File: config.mk
export PLATFORM = sky130hd
export DESIGN_NAME = ep_ctrl_bank
export DESIGN_NICKNAME = d
export VERILOG_FILES = /design/src/rtl/ep_ctrl_pkg.sv /design/src/rtl/ep_cfg_reg.sv /design/src/rtl/ep_admit.sv /design/src/rtl/ep_ctrl_bank.sv
export SDC_FILE = /design/constraint.sdc
export NUM_CORES = 1
export LEC_CHECK = 0
export BUFFER_PORTS_ARGS = -buffer_cell sky130_fd_sc_hd__buf_2
export CAP_MARGIN = 20
export CORE_MARGIN = 8
export CORE_UTILIZATION = 45
export DETAILED_ROUTE_END_ITERATION = 8
export PLACE_DENSITY = 0.65
export SYNTH_ARGS = -nofsm -noshare
export SYNTH_HDL_FRONTEND = slang
export SYNTH_SLANG_ARGS = --single-unit
File: constraint.sdc
create_clock -name clk -period 1.58 [get_ports clk]
set_clock_uncertainty 0.2 [all_clocks]
set_input_delay 0 -clock clk [delete_from_list [all_inputs] [get_ports clk]]
set_output_delay 0 -clock clk [all_outputs]
set_load 0.02 [all_outputs]
File: src/rtl/ep_ctrl_pkg.sv
package ep_ctrl_pkg;

  // Slot layout. The first member of the packed struct is the MSB, so the
  // fields land on read bits 4..0.
  typedef struct packed {
    logic hs_en;    // bit 4: handshake phase enabled
    logic ctl_off;  // bit 3: SETUP traffic disabled
    logic out_en;   // bit 2: host-to-device direction enabled
    logic in_en;    // bit 1: device-to-host direction enabled
    logic halt;     // bit 0: endpoint halted
  } ep_cfg_t;

  localparam int CFG_W = $bits(ep_cfg_t);

  typedef enum logic [1:0] {
    TK_NONE  = 2'b00,
    TK_OUT   = 2'b01,
    TK_IN    = 2'b10,
    TK_SETUP = 2'b11
  } tok_kind_e;

  typedef enum logic [1:0] {
    VD_IGNORE = 2'b00,
    VD_ACCEPT = 2'b01,
    VD_STALL  = 2'b10
  } verdict_e;

endpackage

File: src/rtl/ep_cfg_reg.sv
module ep_cfg_reg
  import ep_ctrl_pkg::*;
(
  input  logic    clk,
  input  logic    rst_n,
  input  logic    wr_hit,
  input  ep_cfg_t wr_cfg,
  input  logic    halt_clr,
  input  logic    halt_set,
  output ep_cfg_t q
);

  ep_cfg_t nxt;

  // Priority, lowest first: firmware write, then engine clear, then stall set.
  always_comb begin
    nxt = q;
    if (wr_hit)   nxt = wr_cfg;
    if (halt_clr) nxt.halt = 1'b0;
    if (halt_set) nxt.halt = 1'b1;
  end

  always_ff @(posedge clk) begin
    if (!rst_n) q <= '0;
    else        q <= nxt;
  end

endmodule

File: src/rtl/ep_admit.sv
module ep_admit
  import ep_ctrl_pkg::*;
(
  input  logic       tok_valid,
  input  logic [1:0] tok_kind,
  input  ep_cfg_t    cfg,
  output logic [1:0] verdict,
  output logic       hs_expect
);

  logic permit;

  always_comb begin
    unique case (tok_kind)
      TK_OUT:   permit = cfg.out_en;
      TK_IN:    permit = cfg.in_en;
      TK_SETUP: permit = cfg.out_en & cfg.in_en & ~cfg.ctl_off;
      default:  permit = 1'b0;
    endcase
  end

  // The halt bit only matters for an admitted token, which implies at least
  // one direction is enabled.
  always_comb begin
    verdict   = VD_IGNORE;
    hs_expect = 1'b0;
    if (tok_valid && permit) begin
      if (cfg.halt) begin
        verdict = VD_STALL;
      end else begin
        verdict   = VD_ACCEPT;
        hs_expect = cfg.hs_en;
      end
    end
  end

endmodule

File: src/rtl/ep_ctrl_bank.sv
module ep_ctrl_bank
  import ep_ctrl_pkg::*;
#(
  parameter int NUM_EP = 16,
  parameter int REG_W  = 8,
  localparam int EP_W  = $clog2(NUM_EP),
  localparam int PAD_W = REG_W - CFG_W
) (
  input  logic             clk,
  input  logic             rst_n,
  input  logic             eng_reset,
  input  logic             fw_we,
  input  logic [EP_W-1:0]  fw_addr,
  input  logic [REG_W-1:0] fw_wdata,
  output logic [REG_W-1:0] fw_rdata,
  input  logic             stall_set_valid,
  input  logic [EP_W-1:0]  stall_set_ep,
  input  logic             tok_valid,
  input  logic [EP_W-1:0]  tok_ep,
  input  logic [1:0]       tok_kind,
  output logic [1:0]       verdict,
  output logic             hs_expect
);

  ep_cfg_t ep_q [NUM_EP];
  ep_cfg_t wr_cfg;
  ep_cfg_t tok_cfg;

  // Bits above the slot width are dropped here.
  assign wr_cfg = ep_cfg_t'(fw_wdata[CFG_W-1:0]);

  for (genvar i = 0; i < NUM_EP; i++) begin : g_slot
    ep_cfg_reg u_slot (
      .clk      (clk),
      .rst_n    (rst_n),
      .wr_hit   (fw_we && (fw_addr == EP_W'(i))),
      .wr_cfg   (wr_cfg),
      .halt_clr (eng_reset),
      .halt_set (stall_set_valid && (stall_set_ep == EP_W'(i))),
      .q        (ep_q[i])
    );
  end

  assign fw_rdata = {{PAD_W{1'b0}}, ep_q[fw_addr]};
  assign tok_cfg  = ep_q[tok_ep];

  ep_admit u_admit (
    .tok_valid (tok_valid),
    .tok_kind  (tok_kind),
    .cfg       (tok_cfg),
    .verdict   (verdict),
    .hs_expect (hs_expect)
  );

endmodule

After elaboration in Yosys (flattened, before gate mapping). Cells that the tools add are included.

Bits in registers: 80. Bits of input ports: 28.

$lt $le $gt $ge: 2. Equal/unequal tests: 33. Multiplexer cells: 59. Bitwise logic cells: 5. Reduce and logical (&&, ||, !) cells: 51.

Operator list (count): 4-bit equality test, second input constant (16); 1-bit 2-to-1 mux (50); 3-bit nonzero test (16); 5-bit binary-select mux with 4-bit select (2); 1-bit logical AND (33); 4-bit by 3-bit equality test with 1-bit output, second input constant (8); 5-bit 2-to-1 mux (4); 4-bit by 2-bit equality test with 1-bit output, second input constant (4); 5-bit >= comparator, second input constant (2); 4-bit inverter with 5-bit output (2); 4-bit by 1-bit equality test with 1-bit output, second input constant (2); 4-bit zero test (2); 2-bit equality test, second input constant (2); 2-bit 2-to-1 mux (2); 1-bit one-hot mux with 3 select lines (1); 1-bit bitwise AND (2); 2-bit by 1-bit equality test with 1-bit output, second input constant (1); 1-bit inverter (1).

Depth between registers and ports, before layout. Gate-level depths: netlist of the first run.

Depth in word-level cells: 9. Depth in mapped cells: 8. Depth with buffers taken out: 5.

Cells and area by module. A second synthesis of the first run with hierarchy kept.

Cells, all modules: 443. Area total of the unflattened synthesis: 4804.6 um^2.

By module, submodules not included: ep_cfg_reg (instances 16, cells each 18, area an instance 201.4 um^2); ep_ctrl_bank (instances 1, cells each 148, area an instance 1521.5 um^2); ep_admit (instances 1, cells each 7, area an instance 60.1 um^2).

Worst setup path before layout of the first run. Ideal clock, no wire load.

Kind: register to output. Start point: reg g_slot[9].u_slot.q[0] (netlist bit). End point: out hs_expect. Data arrival time: 1631 ps. Required time: 1380 ps. Slack: -251 ps. Cell stages (with the launch flop): 4. Buffers on the path: 0. Cells stage by stage: dfxtp_1 > mux4_1 > mux4_2 > nor3b_2.

Cells in the longest elaborated chain, start to end: 5.

Ends and longest elaborated chain: from (decl) (RTL line ep_cfg_reg.sv:10) `output ep_cfg_t q`; from (signal assigned) (RTL line ep_cfg_reg.sv:25) `else q <= nxt;`; 5-bit binary-select mux with 4-bit select (RTL line ep_ctrl_bank.sv:45) `assign tok_cfg = ep_q[tok_ep];`; 5-bit 2-to-1 mux (implied by the code) (2 in series) (RTL line ep_ctrl_bank.sv:45); 1-bit 2-to-1 mux (RTL line ep_admit.sv:28) `if (cfg.halt) begin`; 1-bit 2-to-1 mux (RTL line ep_admit.sv:27) `if (tok_valid && permit) begin`; to (decl) (RTL line ep_ctrl_bank.sv:22) `output logic hs_expect`.

No other way between the ends. The select of a mux whose other input is x is not followed.

Worst setup path after layout of the first run.
Start point: reg g_slot[7].u_slot.q[3] (netlist bit). End point: out hs_expect.

Cells in the longest elaborated chain, start to end: 8.

Ends and longest elaborated chain: from (decl) (RTL line ep_cfg_reg.sv:10); from (signal assigned) (RTL line ep_cfg_reg.sv:25); 5-bit binary-select mux with 4-bit select (RTL line ep_ctrl_bank.sv:45); 5-bit 2-to-1 mux (implied by the code) (2 in series) (RTL line ep_ctrl_bank.sv:45); 1-bit inverter (RTL line ep_admit.sv:17) `TK_SETUP: permit = cfg.out_en & cfg.in_en & ~cfg.ctl_off;`; 1-bit bitwise AND (RTL line ep_admit.sv:17); 1-bit one-hot mux with 3 select lines (RTL line ep_admit.sv:14) `unique case (tok_kind)`; 1-bit logical AND (RTL line ep_admit.sv:27); 1-bit 2-to-1 mux (RTL line ep_admit.sv:27).

No other way between the ends. The select of a mux whose other input is x is not followed.

==> results.yml, run 1 <==
synth:
  synthesis.area_um2: 4690
  synth_compound_gate_area_share: 0.121
  muxShareOfSynthArea: 0.334
  ys_seq_elements: 80
  syn_area_per_cell_um2: 10.4
  ys_seq_area_frac: 0.342
  synth.distinct_cells: 37
  netlist_instances: 452
  synth_top_family_by_area: "multiplexers"
  synthAdderAreaFrac: 0
  yosys_warnings: 0
  yosys.area_share.simple: 0.158
  synth_xor_area_frac: 0
floorplan:
  start_util: 0.458
  core_um2: 10200
  io_pins: 39
  die_x_um: 118
  placementRows: 37
  die_h_um: 118
  dieArea_um2: 13900
layout:
  largest_register_ffs: 80
  num-fill-cells: 861
  diodes: 0
  largestRegisters: "g_slot.u_slot.q x80"
  layout_common_cells: "mux2i_1 (64), dfxtp_1 (63), buf_4 (59), nand2_1 (42), nor2b_1 (36)"
  syn_to_final_growth_pct: 26.4
  regMostFlops: "g_slot.u_slot.q"
  fin_util: 0.579
  nets: 571
  final_cells: 684
  drive_above_1_share: 0.339
  final_common_cell: "mux2i_1"
timing:
  drv_slew: 0
  finalCriticalPeriod_ns: 2.34
  finalCritPeriodShare: 1.48
  hold_viol: 0
  timing.fmax_ghz: 0.428
  timing.final.ws_setup_ns: -0.758
  setup_viol: 8
  rsz0062_at_grt: "yes"
status:
  violations: "setup timing"
  status: "complete, but fails checks"
pwr:
  p_sw_frac: 0.259
  combPwrFrac: 0.143
  p_int_mw: 3.15
  switchingPower_mw: 1.10
  power_per_cell_area_nw_per_um2: 717
  cellLeakagePower_nw: 2.35
  power.share.sequential: 0.486
  ir_worst_vdd_mv: 0.337
  power_frac_clock: 0.370
detailed_routing:
  vias: 3882
  vias_per_cell: 5.68
  drtPass1Iterations: 5
  wl_per_cell_um: 19.7
  drt_wl_total_mm: 13.5
  drtIter0Drc: 342
  drc_errors: 0
  ant_nets: 0
worst_setup_path:
  cp-start-kind: "register"
  crit_arrival_ns: 2.14
  crit_path_max_fanout: 3
  critPathSlowestCell: "mux4_2"
  cp_cell_sequence: "mux4_2 -> nand2_1 -> nand3_1 -> a221o_2 -> nor3b_4 -> buf_6"
  crit_type: "register to output pin"
  endpoint_kind: "output pin"
  path_delay_family: "multiplexers"
  required_ns: 1.38
  cp_slowest_stage_delay_ns: 0.48
  worst-path-buf-inv: 1
job:
  maxCapViolCount: 0
grt:
  grt_pass1_vias: 4068
  grt_pass1_wl_mm: 22.0
  grt_use_total: 0.199
  grt_max_degree: 81
  grt-ovfl-total: 0
  antenna_found_initial: 0
placed_design:
  dp_hpwl_mm: 9.91
  io_buffer_count: 32
  dp_cells: 655
  gp_congestion: 0.878
  pre_cts_ws_ns: -0.470
clock_network:
  cts_tree: "yes"
  htreeDepth: 3
  clk_latency_ns: 0.35
  cts_max_path_buffers: 2
  clock-sinks: 80
  clkSlewWorstSetupHoldPaths_ns: 0.08
  cts_root_buf: "clkbuf_8"
  numCtsBuffers: 9
min_path:
  hp-class: "input pin to register"
==> per-layer routing <==
layer  track usage  vias up  wire length [um]
met5             0        -                 0
met4        0.0921        0               342
met3        0.0432       25               750
met2         0.326      127              6590
met1         0.245     1886              5770
li1              -     1844                 -
==> stage by stage <==
step           cell area, um2  hold WS (ns)  setup TNS, ns  power, mW
2_1_floorplan            4740       -0.0338         -0.539       2.46
3_3_place_gp             5460         0.223          -2.24       2.67
3_5_place_dp             5460         0.239          -2.62       2.68
4_1_cts                  5870        0.0321          -5.14       4.26
5_1_grt                  5930        0.0686          -5.17       4.41
6_report                 5930        0.0539          -4.83       4.25
==> synthesized netlist by cell type, drive strengths merged <==
master   instances  area share
nor2b           36       0.048
clkbuf          27       0.022
a31oi            1      0.0013
a21boi          31       0.050
a22oi            1      0.0016
nand2           42       0.034
or2              1      0.0013
dfxtp           80        0.34
nand3            9      0.0096
a311oi           1      0.0019
and2            17       0.023
nand3b           6      0.0096
inv              1     0.00080
a221oi           1      0.0019
mux2i           64        0.14
nor3b            2      0.0053
o21ai           27       0.029
and3b            1      0.0019
nand2b           8       0.011
buf             15       0.022
a2bb2oi          1      0.0019
or3b             1      0.0019
o22ai           14       0.019
o22a             2      0.0037
mux4            39        0.19
o32ai            4      0.0075
or3              2      0.0027
mux2             1      0.0024
a21oi            2      0.0021
a221o            1      0.0021
nor2            13       0.010
conb             1     0.00080
==> area by class of cell <==
| type | count | area [um2] | area share |
|---|---|---|---|
| Clock buffer | 11 | 151 | 0.0255 |
| Clock inverter | 5 | 55.1 | 0.00929 |
| Inverter | 1 | 3.75 | 0.000633 |
| Multi-Input combinational cell | 331 | 2910 | 0.492 |
| Sequential cell | 80 | 1620 | 0.274 |
| Tap cell | 136 | 170 | 0.0287 |
| Timing Repair Buffer | 120 | 1010 | 0.170 |
==> repair_timing <==
action | in CTS | in global routing
setup endpoints to repair | 8 | 9
endpoints found under the hold margin | 80 | 0
resized for setup | 37 | 15
setup buffers | 2 | 2
pin swaps | 1 | 7
hold buffers | 11 | 0
==> logic make-up (layout without fill, tap and decap cells) <==
| group | after synthesis | after routing |
|---|---|---|
| and+or+nand+nor | 138 | 138 |
| muxes | 104 | 104 |
| AOI/OAI and AO/OA | 86 | 86 |
| DFF | 80 | 80 |
| buffers and inverters | 43 | 137 |
| other | 1 | 3 |
==> final timing paths <==
kind                            depth (start not counted)                     end  slack [ns]              startpoint
worst min-delay path                                    5   g_slot[0].u_slot.q[2]        0.05              fw_addr[3]
worst max-delay path                                    6               hs_expect       -0.76   g_slot[7].u_slot.q[3]
worst max register to register                          5  g_slot[12].u_slot.q[1]        0.39  g_slot[12].u_slot.q[1]
worst min register to register                          2   g_slot[6].u_slot.q[1]        0.30   g_slot[6].u_slot.q[1]
==> tightest hold or removal path: stages <==
cell and delay, ns:
buf_2 0.18, nor3b_4 0.07, buf_4 0.16, nand3_1 0.07, a21boi_0 0.07
==> power by group through the flow <==
stage | Clock (mW) | Sequential [mW] | Combinational (mW)
6_report | 1.57 | 2.07 | 0.609
5_1_grt | 1.69 | 2.07 | 0.651
4_1_cts | 1.60 | 2.07 | 0.596
3_5_place_dp | 0 | 2.11 | 0.568
3_3_place_gp | 0 | 2.11 | 0.559
2_1_floorplan | 0 | 2.10 | 0.354
(Power assumes the default switching activity.)
==> run 2: changes to the inputs <==
--- a/config.mk
+++ b/config.mk
@@ -11,6 +11,7 @@
 export CORE_UTILIZATION = 45
 export DETAILED_ROUTE_END_ITERATION = 8
 export PLACE_DENSITY = 0.65
+export SKIP_CTS_REPAIR_TIMING = 1
 export SYNTH_ARGS = -nofsm -noshare
 export SYNTH_HDL_FRONTEND = slang
 export SYNTH_SLANG_ARGS = --single-unit
==> run 2 against run 1 <==
Against the previous run:
- the run ends with hold timing, setup timing left
- sequential share of layout area rose by 0.15 points
- via count grew 0.85%
- sequential cell count is the same
- final area down 0.76%
- hold slack got worse by 0.058 ns
- fmax shrank 0.38%
- utilization is 0.44 points lower
- sequential power about the same
- critical path type unchanged
- critical endpoint unchanged
- largest cell class unchanged
- largest power group unchanged
==> results.yml, run 2 (synthesis gave the netlist of run 1 again) <==
status:
  status: "complete, but fails checks"
  violations: "hold timing, setup timing"
worst_setup_path:
  endpoint_kind: "output pin"
  required_ns: 1.38
  cp-start-kind: "register"
  crit_type: "register to output pin"
  crit_arrival_ns: 2.15
  crit_path_max_fanout: 3
floorplan:
  core_um2: 10200
  start_util: 0.458
  dieArea_um2: 13900
  io_pins: 39
  placementRows: 37
  die_h_um: 118
  die_x_um: 118
detailed_routing:
  ant_nets: 0
  vias_per_cell: 5.74
  drtPass1Iterations: 5
  wl_per_cell_um: 19.8
  vias: 3915
  drc_errors: 0
  drtIter0Drc: 287
  drt_wl_total_mm: 13.5
grt:
  antenna_found_initial: 0
  grt-ovfl-total: 0
  grt_pass1_wl_mm: 21.6
  grt_use_total: 0.196
  grt_pass1_vias: 3963
  grt_max_degree: 81
timing:
  hold-worst-slack_ns: -0.00391
  setup_viol: 8
  relSlewSlack: 0.667
  tns_ns: -5.00
  rsz0062_at_grt: "yes"
  drv_slew: 0
  timing.fmax_ghz: 0.426
  finalCriticalPeriod_ns: 2.35
  timing.final.ws_setup_ns: -0.767
  hold_viol: 2
  finalCritPeriodShare: 1.49
  worst_slew_pin_slew_ns: 0.500
clock_network:
  clock-sinks: 80
  htreeDepth: 3
  cts_tree: "yes"
  clkSlewWorstSetupHoldPaths_ns: 0.08
  cts_root_buf: "clkbuf_8"
  clk_latency_ns: 0.36
  cts_max_path_buffers: 2
  numCtsBuffers: 9
layout:
  syn_to_final_growth_pct: 25.5
  layout_common_cells: "dfxtp_1 (66), mux2i_1 (64), buf_4 (63), nand2_1 (42), nor2b_1 (36)"
  stdcell_area_um2: 5880
  final_common_cell: "dfxtp_1"
  largest_register_ffs: 80
  largestRegisters: "g_slot.u_slot.q x80"
  diodes: 0
  num-fill-cells: 854
  nets: 569
  regMostFlops: "g_slot.u_slot.q"
  drive_above_1_share: 0.335
pwr:
  power_frac_clock: 0.371
  ir_worst_vdd_mv: 0.340
  p_sw_frac: 0.260
  power.share.sequential: 0.486
  p_int_mw: 3.15
  switchingPower_mw: 1.10
  finalPower_mw: 4.25
  combPwrFrac: 0.143
  power_per_cell_area_nw_per_um2: 722
  cellLeakagePower_nw: 2.33
job:
  maxCapViolCount: 0
placed_design:
  dpl_cell_area_um2: 5460
  gp_congestion: 0.878
  dp_hpwl_mm: 9.91
  io_buffer_count: 32
min_path:
  hp-class: "input pin to register"
-- run 2: cell types whose count changed in the layout (fill, tap and decap cells not counted), sizes merged --
cell / delta
dlygate4sd3: -3
buf: +1
-- run 2: path summary, 6_finish.rpt --
path / startpoint / slack [ns] / endpoint / depth (start not counted)
worst max register to register: g_slot[9].u_slot.q[0] / 0.40 / g_slot[9].u_slot.q[0] / 4
worst max-delay path: g_slot[7].u_slot.q[3] / -0.77 / hs_expect / 7
worst min-delay path: stall_set_ep[3] / -0.004 / g_slot[13].u_slot.q[0] / 4
worst min register to register: g_slot[6].u_slot.q[1] / 0.30 / g_slot[6].u_slot.q[1] / 2
-- run 2: final cells by class --
type	instances	area (um2)	share of cell area
clock inverters	5	55.1	0.00936
inverters	1	3.75	0.000638
well taps	136	170	0.0289
flip-flops and latches	80	1620	0.275
repair buffers	118	976	0.166
clock buffers	11	151	0.0257
multi-input cells	331	2910	0.494
-- run 2: worst max-delay path, cell delays in order, from the launching register on --
cell     delay, ns
dfxtp_2       0.33
mux4_2        0.48
nand2_1       0.08
nand3_1       0.07
a221o_1       0.33
buf_6         0.13
nor3b_4       0.22
buf_6         0.15
-- run 2: power groups by stage --
stage	Combinational [mW]	Clock (mW)	Sequential, mW
2_1_floorplan	0.354	0	2.10
3_3_place_gp	0.559	0	2.11
3_5_place_dp	0.568	0	2.11
4_1_cts	0.570	1.60	2.06
5_1_grt	0.648	1.69	2.07
6_report	0.607	1.58	2.07
-- run 2: through the flow --
step	hold WS (ns)	worst slack, ns	std cells	utilization
floorplan	-0.0338	-0.222	454	-
global route	0.000865	-0.819	682	0.575
finish	-0.00391	-0.767	682	0.575
CTS	-0.150	-0.866	671	0.554
global placement	0.223	-0.432	655	0.534
detailed placement	0.239	-0.470	655	0.534
-- run 2: layer usage --
| metal | GRT usage | wire length, um |
|---|---|---|
| met5 | 0 | 0 |
| met4 | 0.0889 | 391 |
| met3 | 0.0331 | 749 |
| met2 | 0.321 | 6590 |
| met1 | 0.249 | 5740 |
==> run 3: changes to the inputs <==
--- a/config.mk
+++ b/config.mk
@@ -11,6 +11,7 @@
 export CORE_UTILIZATION = 45
 export DETAILED_ROUTE_END_ITERATION = 8
 export PLACE_DENSITY = 0.65
+export SETUP_SLACK_MARGIN = 0.02
 export SKIP_CTS_REPAIR_TIMING = 1
 export SYNTH_ARGS = -nofsm -noshare
 export SYNTH_HDL_FRONTEND = slang
==> run 3 against run 2 <==
Against the previous run:
- the run still ends with hold timing, setup timing left
- fmax is 0.70% lower
- critical path depth stayed put
- clock power is 14% higher
- clock-buffer cell count is 1 lower
- sequential cell count stayed put
- sequential share of layout area is 0.30 points lower
- final cell count is 0.73% higher
- utilization is 0.59 points higher
- largest power group unchanged
- highest routed layer unchanged
==> results.yml, run 3 (synthesis gave the netlist of run 1 again) <==
status:
  status: "complete, but fails checks"
  violations: "hold timing, setup timing"
detailed_routing:
  vias: 4005
  drtIter0Drc: 284
  wl_per_cell_um: 19.5
  drc_errors: 0
  vias_per_cell: 5.83
  drt_wl_total_mm: 13.4
  drtPass1Iterations: 5
  ant_nets: 0
clock_network:
  clkSlewWorstSetupHoldPaths_ns: 0.08
  numCtsBuffers: 9
  cts_max_path_buffers: 2
  cts_root_buf: "clkbuf_8"
  clock-sinks: 80
  cts_tree: "yes"
  clk_latency_ns: 0.35
  htreeDepth: 3
grt:
  grt_pass1_wl_mm: 21.2
  gr-usage-met1: 0.238
  busiest_layer: "met2"
  antenna_found_initial: 0
  grt_max_degree: 81
  grt_pass1_vias: 3963
  grt_use_met3: 0.0369
  grt-ovfl-total: 0
  grtUsageMet2: 0.316
  grt_use_total: 0.190
floorplan:
  start_util: 0.458
  core_um2: 10200
  dieArea_um2: 13900
  io_pins: 39
  placementRows: 37
  die_h_um: 118
  die_x_um: 118
worst_setup_path:
  cp_cell_sequence: "mux4_1 -> and2_4 -> a221oi_2 -> a221o_2 -> buf_4 -> nor2_2 -> buf_4"
  critPathSlowestCell: "mux4_1"
  crit_type: "register to output pin"
  path_delay_family: "compound AO/OA/AOI/OAI gates"
  worst-path-buf-inv: 2
  cp_slowest_stage_delay_ns: 0.49
  cp-start-kind: "register"
  endpoint_kind: "output pin"
  cp-startpoint: "g_slot[13].u_slot.q[1]"
  critical-path-top-cell-by-count: "buf_4"
  crit_arrival_ns: 2.16
  crit_path_max_fanout: 3
  reg2reg_from: "g_slot[3].u_slot.q[0]"
  required_ns: 1.38
min_path:
  hp-class: "input pin to register"
  min_from: "stall_set_ep[3]"
timing:
  timing.final.ws_setup_ns: -0.784
  hold-worst-slack_ns: -0.00540
  finalCritPeriodShare: 1.50
  rsz0062_at_grt: "yes"
  tns_ns: -4.94
  setup_viol: 8
  timing.fmax_ghz: 0.423
  hold_viol: 1
  finalCriticalPeriod_ns: 2.36
  relSlewSlack: 0.658
  worst_slew_pin_slew_ns: 0.514
  drv_slew: 0
layout:
  largest_register_ffs: 80
  drive_above_1_share: 0.339
  largestRegisters: "g_slot.u_slot.q x80"
  regMostFlops: "g_slot.u_slot.q"
  diodes: 0
  num-fill-cells: 848
  final_common_cell: "buf_4"
  layout_common_cells: "buf_4 (70), dfxtp_1 (67), mux2i_1 (64), nand2_1 (42), nor2b_1 (36)"
  syn_to_final_growth_pct: 26.7
  stdcell_area_um2: 5940
  nets: 574
pwr:
  finalPower_mw: 4.48
  ir_worst_vdd_mv: 0.469
  cellLeakagePower_nw: 2.38
  power_per_cell_area_nw_per_um2: 754
placed_design:
  pre_cts_ws_ns: -0.497
  gp_congestion: 0.879
  dp_hpwl_mm: 9.87
  io_buffer_count: 32
  dpl_cell_area_um2: 5480
job:
  maxCapViolCount: 0
run 3: changes by cell type in the layout (fill, tap and decap cells not counted), moves of 2 or more:
cell | previous run | this run
buf_4 | 63 | 70
clkbuf_8 | 11 | 9
mux4_2 | 33 | 31
mux4_1 | 6 | 8
bufinv_16 | 1 | 3
run 3: stage by stage:
stage / util / cells
floorplan: - / 454
global placement: 0.536 / 659
detailed placement: 0.536 / 659
CTS: 0.559 / 675
global route: 0.581 / 687
finish: 0.581 / 687
run 3: layer usage:
layer	wire, um	share of wire
met1	5730	0.43
met2	6600	0.49
met3	825	0.062
met4	238	0.018
met5	0	0
run 3: final cells by class:
type                    count  area [um2]  area share
clock inverters             6         108      0.0181
inverters                   1        3.75    0.000632
multi-input cells         331        2920       0.491
repair buffers            123         997       0.168
well taps                 136         170      0.0286
clock buffers              10         128      0.0215
flip-flops and latches     80        1620       0.272
run 3: final timing paths:
check | end | slack, ns | cells past startpoint
worst max-delay path | verdict[0] | -0.78 | 7
worst min register to register | g_slot[6].u_slot.q[1] | 0.30 | 2
worst min-delay path | g_slot[0].u_slot.q[0] | -0.005 | 4
worst max register to register | g_slot[3].u_slot.q[0] | 0.35 | 5
run 3: report_power, final:
group	switching (mW)	internal (mW)
logic	0.318	0.294
clock network	0.756	1.04
registers	0.0213	2.04
run 3: worst min-delay path, stage by stage:
cell and delay [ns]:
buf_2 0.11, or3b_2 0.17, o32ai_1 0.08, and2_1 0.14
